--- config.mk ---
export PLATFORM = sky130hd
export DESIGN_NAME = adc_seq_ctrl
export DESIGN_NICKNAME = d
export VERILOG_FILES = /design/src/rtl/adc_seq_pkg.sv /design/src/rtl/adc_busy_sync.sv /design/src/rtl/adc_rate_gate.sv /design/src/rtl/adc_seq_ctrl.sv
export SDC_FILE = /design/constraint.sdc
export NUM_CORES = 1
export LEC_CHECK = 0
export BUFFER_PORTS_ARGS = -buffer_cell sky130_fd_sc_hd__buf_4
export CAP_MARGIN = 0
export CORE_ASPECT_RATIO = 0.9
export CORE_MARGIN = 2
export CORE_UTILIZATION = 61
export CTS_BUF_LIST = sky130_fd_sc_hd__clkbuf_8
export DETAILED_ROUTE_END_ITERATION = 7
export PLACE_DENSITY = 0.87
export SLEW_MARGIN = 20
export SYNTH_ARGS = -nofsm -noshare
export SYNTH_HDL_FRONTEND = slang
export SYNTH_SLANG_ARGS = --single-unit
--- constraint.sdc ---
create_clock -name clk -period 14 [get_ports clk]
set_input_delay 2.1 -clock clk [delete_from_list [all_inputs] [get_ports clk]]
set_output_delay 2.1 -clock clk [all_outputs]
set_load 0.02 [all_outputs]
--- src/rtl/adc_seq_pkg.sv ---
package adc_seq_pkg;

    typedef enum logic [2:0] {
        ST_IDLE,
        ST_WAKE,
        ST_SAMPLE,
        ST_CONVERT,
        ST_READ
    } seq_state_t;

    // Minimum clocks between sampling edges for a speed grade (rounded up)
    function automatic int unsigned grade_gap(input int unsigned clk_khz,
                                              input int unsigned ksps);
        return (clk_khz + ksps - 1) / ksps;
    endfunction

endpackage

--- src/rtl/adc_busy_sync.sv ---
module adc_busy_sync (
    input  logic clk,
    input  logic rst_n,
    input  logic busy_in,
    output logic busy_q,
    output logic busy_fall
);
    logic meta_q;
    logic prev_q;

    always_ff @(posedge clk) begin
        if (!rst_n) begin
            meta_q <= 1'b0;
            busy_q <= 1'b0;
            prev_q <= 1'b0;
        end else begin
            meta_q <= busy_in;
            busy_q <= meta_q;
            prev_q <= busy_q;
        end
    end

    assign busy_fall = prev_q & ~busy_q;

endmodule

--- src/rtl/adc_rate_gate.sv ---
module adc_rate_gate #(
    parameter int unsigned CNT_W   = 16,
    parameter int unsigned CLK_KHZ = 50000
) (
    input  logic             clk,
    input  logic             rst_n,
    input  logic             mark,
    input  logic [1:0]       variant,
    input  logic [CNT_W-1:0] rate_period,
    output logic             man_ok,
    output logic             auto_ok
);
    import adc_seq_pkg::*;

    localparam int unsigned GAP_SLOW_I = grade_gap(CLK_KHZ, 400);
    localparam int unsigned GAP_MID_I  = grade_gap(CLK_KHZ, 1000);
    localparam int unsigned GAP_FAST_I = grade_gap(CLK_KHZ, 1250);
    localparam logic [CNT_W-1:0] GAP_SLOW = CNT_W'(GAP_SLOW_I);
    localparam logic [CNT_W-1:0] GAP_MID  = CNT_W'(GAP_MID_I);
    localparam logic [CNT_W-1:0] GAP_FAST = CNT_W'(GAP_FAST_I);

    logic [CNT_W-1:0] since_q;
    logic [CNT_W-1:0] floor_gap;
    logic [CNT_W-1:0] auto_gap;

    always_ff @(posedge clk) begin
        if (!rst_n)
            since_q <= '1;
        else if (mark)
            since_q <= '0;
        else if (since_q != '1)
            since_q <= since_q + 1'b1;
    end

    always_comb begin
        unique case (variant)
            2'd0:    floor_gap = GAP_SLOW;
            2'd1:    floor_gap = GAP_MID;
            default: floor_gap = GAP_FAST;
        endcase
        auto_gap = (rate_period > floor_gap) ? rate_period : floor_gap;
        man_ok   = since_q >= (floor_gap - 1'b1);
        auto_ok  = since_q >= (auto_gap - 1'b1);
    end


    gap_floor_chk: assert property (@(posedge clk) disable iff (!rst_n)
        mark |-> man_ok);

endmodule

--- src/rtl/adc_seq_ctrl.sv ---
module adc_seq_ctrl #(
    parameter int unsigned DATA_W  = 12,
    parameter int unsigned CNT_W   = 16,
    parameter int unsigned CLK_KHZ = 50000
) (
    input  logic              clk,
    input  logic              rst_n,
    input  logic              start_req,
    input  logic              auto_en,
    input  logic [1:0]        variant,
    input  logic [CNT_W-1:0]  rate_period,
    input  logic              sleep_en,
    input  logic              sleep_full,
    input  logic [CNT_W-1:0]  wake_cycles,
    input  logic [CNT_W-1:0]  conv_lo_cycles,
    input  logic [CNT_W-1:0]  rd_wait_cycles,
    input  logic [CNT_W-1:0]  busy_limit,
    input  logic              adc_busy,
    input  logic [DATA_W-1:0] adc_data,
    output logic              adc_convst_n,
    output logic              adc_cs_n,
    output logic              adc_rd_n,
    output logic              adc_sleep_sel,
    output logic              res_valid,
    output logic [DATA_W-1:0] res_data,
    output logic              overrun,
    output logic              timeout
);
    import adc_seq_pkg::*;

    seq_state_t       state_q, state_nx;
    logic [CNT_W-1:0] cnt_q;
    logic             busy_q, busy_fall;
    logic             man_ok, auto_ok;
    logic             go, mark, wd_expire, read_end;

    function automatic logic [CNT_W-1:0] last_of(input logic [CNT_W-1:0] n);
        return (n == '0) ? '0 : n - 1'b1;
    endfunction

    adc_busy_sync u_sync (
        .clk       (clk),
        .rst_n     (rst_n),
        .busy_in   (adc_busy),
        .busy_q    (busy_q),
        .busy_fall (busy_fall)
    );

    adc_rate_gate #(.CNT_W(CNT_W), .CLK_KHZ(CLK_KHZ)) u_gate (
        .clk         (clk),
        .rst_n       (rst_n),
        .mark        (mark),
        .variant     (variant),
        .rate_period (rate_period),
        .man_ok      (man_ok),
        .auto_ok     (auto_ok)
    );

    assign go        = (state_q == ST_IDLE) &&
                       ((start_req && man_ok) || (auto_en && auto_ok));
    assign wd_expire = (state_q == ST_CONVERT) && !busy_fall &&
                       (cnt_q == last_of(busy_limit));
    assign read_end  = (state_q == ST_READ) && (cnt_q == last_of(rd_wait_cycles));
    assign mark      = (state_nx == ST_SAMPLE) && (state_q != ST_SAMPLE);

    // Transition logic
    always_comb begin
        state_nx = state_q;
        unique case (state_q)
            ST_IDLE:    if (go) state_nx = sleep_en ? ST_WAKE : ST_SAMPLE;
            ST_WAKE:    if (cnt_q == last_of(wake_cycles)) state_nx = ST_SAMPLE;
            ST_SAMPLE:  if (cnt_q == last_of(conv_lo_cycles)) state_nx = ST_CONVERT;
            ST_CONVERT: begin
                if (busy_fall)      state_nx = ST_READ;
                else if (wd_expire) state_nx = ST_IDLE;
            end
            ST_READ:    if (read_end) state_nx = ST_IDLE;
            default:    state_nx = ST_IDLE;
        endcase
    end

    // State register
    always_ff @(posedge clk) begin
        if (!rst_n) state_q <= ST_IDLE;
        else        state_q <= state_nx;
    end

    // Per-state cycle counter
    always_ff @(posedge clk) begin
        if (!rst_n || state_nx != state_q) cnt_q <= '0;
        else                               cnt_q <= cnt_q + 1'b1;
    end

    // Result capture and sticky flags
    always_ff @(posedge clk) begin
        if (!rst_n) begin
            res_valid     <= 1'b0;
            res_data      <= '0;
            overrun       <= 1'b0;
            timeout       <= 1'b0;
            adc_sleep_sel <= 1'b0;
        end else begin
            res_valid     <= read_end;
            adc_sleep_sel <= sleep_full;
            if (read_end) res_data <= adc_data;
            if (start_req && !((state_q == ST_IDLE) && man_ok)) overrun <= 1'b1;
            if (wd_expire) timeout <= 1'b1;
        end
    end

    // Pin outputs
    always_comb begin
        adc_convst_n = (state_q != ST_SAMPLE);
        adc_cs_n     = (state_q != ST_READ);
        adc_rd_n     = (state_q != ST_READ);
    end


    valid_after_read_chk: assert property (@(posedge clk) disable iff (!rst_n)
        res_valid |-> $past(!adc_rd_n));


    valid_pulse_chk: assert property (@(posedge clk) disable iff (!rst_n)
        res_valid |=> !res_valid);


    overrun_sticky_chk: assert property (@(posedge clk) disable iff (!rst_n)
        overrun |=> overrun);


    timeout_sticky_chk: assert property (@(posedge clk) disable iff (!rst_n)
        timeout |=> timeout);


    sample_when_quiet_chk: assert property (@(posedge clk) disable iff (!rst_n || timeout)
        $fell(adc_convst_n) |-> !busy_q);

endmodule

==> run metrics <==
Reg2Reg Depth 7; Hold Crit Depth 1; syn nets 963; CP peak stage delay 0.65 ns; worst hold margin 0.449 ns; initial antenna violation count 0; Via density 6.53; first-pass GRT wire length 29500 um; post-route ant nets 0; die height 100 um; Bufs and invs on worst path 1; worst hold endpoint u_sync.busy_q; crit path from variant[1]; CP arrival 7.79 ns; layout cells sized above 1 17.2%; Post-Syn Instances 827; sequential-to-total area share from yosys stat 17.2%; clock buffer depth 2; Core Region 10200 sq um; largest net degree at the start of global routing 23; 1st-iter DRT viols 774; detailed-route DRC error count 0; min cycle time layout 7.62 ns; Max VDD drop 0.0000777 V; Sw Ratio 38.9%; Overall Power 0.000551 W; Worst-path clk slew 0.10 ns; post-CTS setup buffers 0; hpwl dp 13800 um; Worst R2R Start cnt_q[14]; Final Util 71.5%; drt pass-1 iters 7; met2 GRT Util 52.9%; CTS Hold Bufs 0; worst hold path class reg -> reg; GRT busiest layer met2; switching power 0.000214 W; Sink Count 54; CP required 14.17 ns; kind of cell adding the most delay to the critical path simple AND/OR/NAND/NOR gates; Post-Syn Area 6300 sq um; startpoint class of the critical path input port; Ports 120; status complete, no violations; Cell variety after synth 82; reg2reg end res_data[1]; power share of the clock group 19.9%; Max Clock Freq 131 MHz; critical path fanouts, max 16; Hold Violations, Final 0; register share of total power 37.9%; leakage 2.71 nW; H-tree level count 2; Final Skew 0.00579 ns; vias in the first global route 6319; Async SR Flop Fraction 0%; total negative setup slack 0 ns; Avg Inst Size Synth 7.62 sq um; Num CTS Buffers 5; r2r setup slk 10.25 ns; pwr dens 75.9 nW/um^2; Final setup viols 0; maxcap violations 0; Die Area 11200 sq um; Vias 6777; fin crit share 54.4%; antenna cells 0; Synth Flop Type dfxtp_1; total gr overflow 0; P&R area growth vs syn 15.4%; register bit total from synthesis 54; FP Rows 35; Multi-input gate area 4890 sq um; Relative slew margins 33.7%; worst-path cell chain buf_4 > or2_2 > ha_1 > nand2_1 > or4b_2 > o32a_1 > or2_2 > a21oi_1 > ha_1 > nand2_1 > or3_1 > nor4_1 > xnor2_1 > ha_1 > a21o_1 > a21oi_1 > o21ai_0 > a21oi_1 > o22ai_1 > nand3b_1 > a31oi_2 > a2111oi_0; post-CTS sizing 0; Final WS setup 6.38 ns; EDFF count, synth 0; Clock Latency Late Sink 0.31 ns; chip width 111 um; Initial Utilization 62.0%; Avg WL per Cell 17.3 um; Logic pwr share 42.1%; Tot GR Track Use 31.1%; FF/Latch Area 1080 sq um; total number of yosys warnings 0; Worst Setup Path Type in -> reg; # fillers 813; Placer Congestion 0.959; Port-buffer cells 119; Root Driver clkbuf_8; met1 Usage GRT 40.6%; CP max-delay cell or4b_2; Worst Min Path Start u_sync.meta_q; met3 Track Usage GR 6.16%; final wirelength 18000 um; final slew viol count 0; RSZ-0062 raised after global routing no; Worst setup EP type flop; Nets 1044; Place WS 6.20 ns; Worst-Margin Slew 0.988 ns; TritonCTS clock tree yes; Pint 0.000337 W
[worst max path at each step]
stage	cells after the start	to	slack [ns]
3_5_place_dp	22	cnt_q[4]	6.20
3_3_place_gp	23	cnt_q[4]	6.59
6_report	22	cnt_q[3]	6.38
5_1_grt	23	cnt_q[3]	6.10
2_1_floorplan	24	cnt_q[10]	6.97
4_1_cts	22	cnt_q[4]	6.48
[worst reg2reg max path, stage by stage (launching register included)]
cell      delay, ns
dfxtp_1        0.58
clkinv_1       0.46
xnor2_1        0.27
a2111o_1       0.42
or4_1          0.63
nor4_4         0.91
mux2i_1        0.33
nor2_1         0.06
[area by class of cell]
| class | instances | area share, % |
|---|---|---|
| clock buffers | 5 | 0.947 |
| multi-input cells | 696 | 67.3 |
| clock inverters | 3 | 0.671 |
| repair buffers | 119 | 12.3 |
| inverters | 32 | 1.65 |
| well taps | 129 | 2.22 |
| flip-flops and latches | 54 | 14.9 |
[metal layers]
layer | vias to the layer above | part of all wire (%)
li1 | 3271 | -
met1 | 3132 | 43
met2 | 324 | 46
met3 | 50 | 9.4
met4 | 0 | 2.0
met5 | - | 0
[synthesized netlist by cell type, types with 5 or more instances]
library cell | instances | share of area (%)
a211oi_1 | 9 | 1.1
xnor2_1 | 61 | 8.5
a21oi_1 | 45 | 3.6
mux2i_1 | 34 | 5.4
nand3b_1 | 6 | 0.71
nor4b_1 | 6 | 0.83
nand2_1 | 34 | 2.0
o2111ai_1 | 5 | 0.70
and3_1 | 10 | 0.99
nand2b_1 | 10 | 0.99
clkbuf_1 | 30 | 1.8
a2111oi_0 | 6 | 0.83
nor2b_1 | 11 | 1.1
nor4_1 | 32 | 3.2
a2111oi_1 | 10 | 1.6
nor4_4 | 5 | 1.7
o31ai_1 | 10 | 1.2
nor2_1 | 88 | 5.2
ha_1 | 35 | 7.0
xor2_1 | 32 | 4.4
nor3_1 | 34 | 2.7
or4b_1 | 5 | 0.79
dfxtp_1 | 54 | 17
or3_1 | 21 | 2.1
buf_2 | 5 | 0.40
and4_1 | 5 | 0.70
a21o_1 | 10 | 1.2
or2_2 | 8 | 0.79
or4_1 | 13 | 1.5
o21ai_0 | 24 | 1.9
nand4_1 | 18 | 1.8
nand3_1 | 36 | 2.9
inv_1 | 30 | 1.8
[power by group through the flow]
stage               Sequential, W  Clock, W  Combinational [W]
floorplan                0.000200         0           0.000165
global placement         0.000211         0           0.000214
detailed placement       0.000211         0           0.000227
CTS                      0.000208  0.000110           0.000229
global route             0.000213  0.000115           0.000259
finish                   0.000209  0.000110           0.000232
[flip-flops by register name, summed over array words and instances, names as in the netlist]
name            count
state_q             3
u_gate.since_q     16
u_sync.busy_q       1
res_data           12
adc_sleep_sel       1
timeout             1
u_sync.prev_q       1
overrun             1
res_valid           1
cnt_q              16
u_sync.meta_q       1
[through the flow]
stage | cells | instance area [sq um]
detailed placement | 1030 | 7150
floorplan | 827 | 6300
global placement | 1030 | 7150
CTS | 1038 | 7270
finish | 1038 | 7270
global route | 1038 | 7270
[cell families after synthesis]
logic type	share of synthesized area, %
buffers and inverters	5.16
DFF	17.2
adders and majority gates	6.95
muxes	5.58
xor gates and xnor gates	12.9
AOI/OAI and AO/OA	19.1
other	0.0595
and+or+nand+nor	33.1
[cells in the final DEF (no fill, tap or decap), drive strengths merged, types with 4 or more instances in the layout]
cell type / Yosys / routed
a21oi: 47 / 47
or4: 14 / 14
o31ai: 10 / 10
nor2b: 11 / 11
mux2i: 34 / 34
dfxtp: 54 / 54
nand4: 18 / 18
nand2b: 10 / 10
and4: 5 / 5
nor4: 40 / 40
inv: 30 / 31
xnor2: 61 / 61
and3: 10 / 10
clkbuf: 30 / 5
or2: 8 / 8
a31oi: 5 / 5
and2: 4 / 4
a211oi: 9 / 9
buf: 15 / 119
o2111ai: 5 / 5
or4b: 6 / 6
xor2: 32 / 32
ha: 35 / 35
nor3: 35 / 35
a2111oi: 16 / 16
nor4b: 7 / 7
nor3b: 4 / 4
a21o: 10 / 10
nand3: 36 / 36
o21ai: 26 / 26
or3: 21 / 21
nor2: 88 / 88
nand3b: 7 / 7
nand2: 35 / 35
No activity file was read; power rests on OpenSTA's default activity.
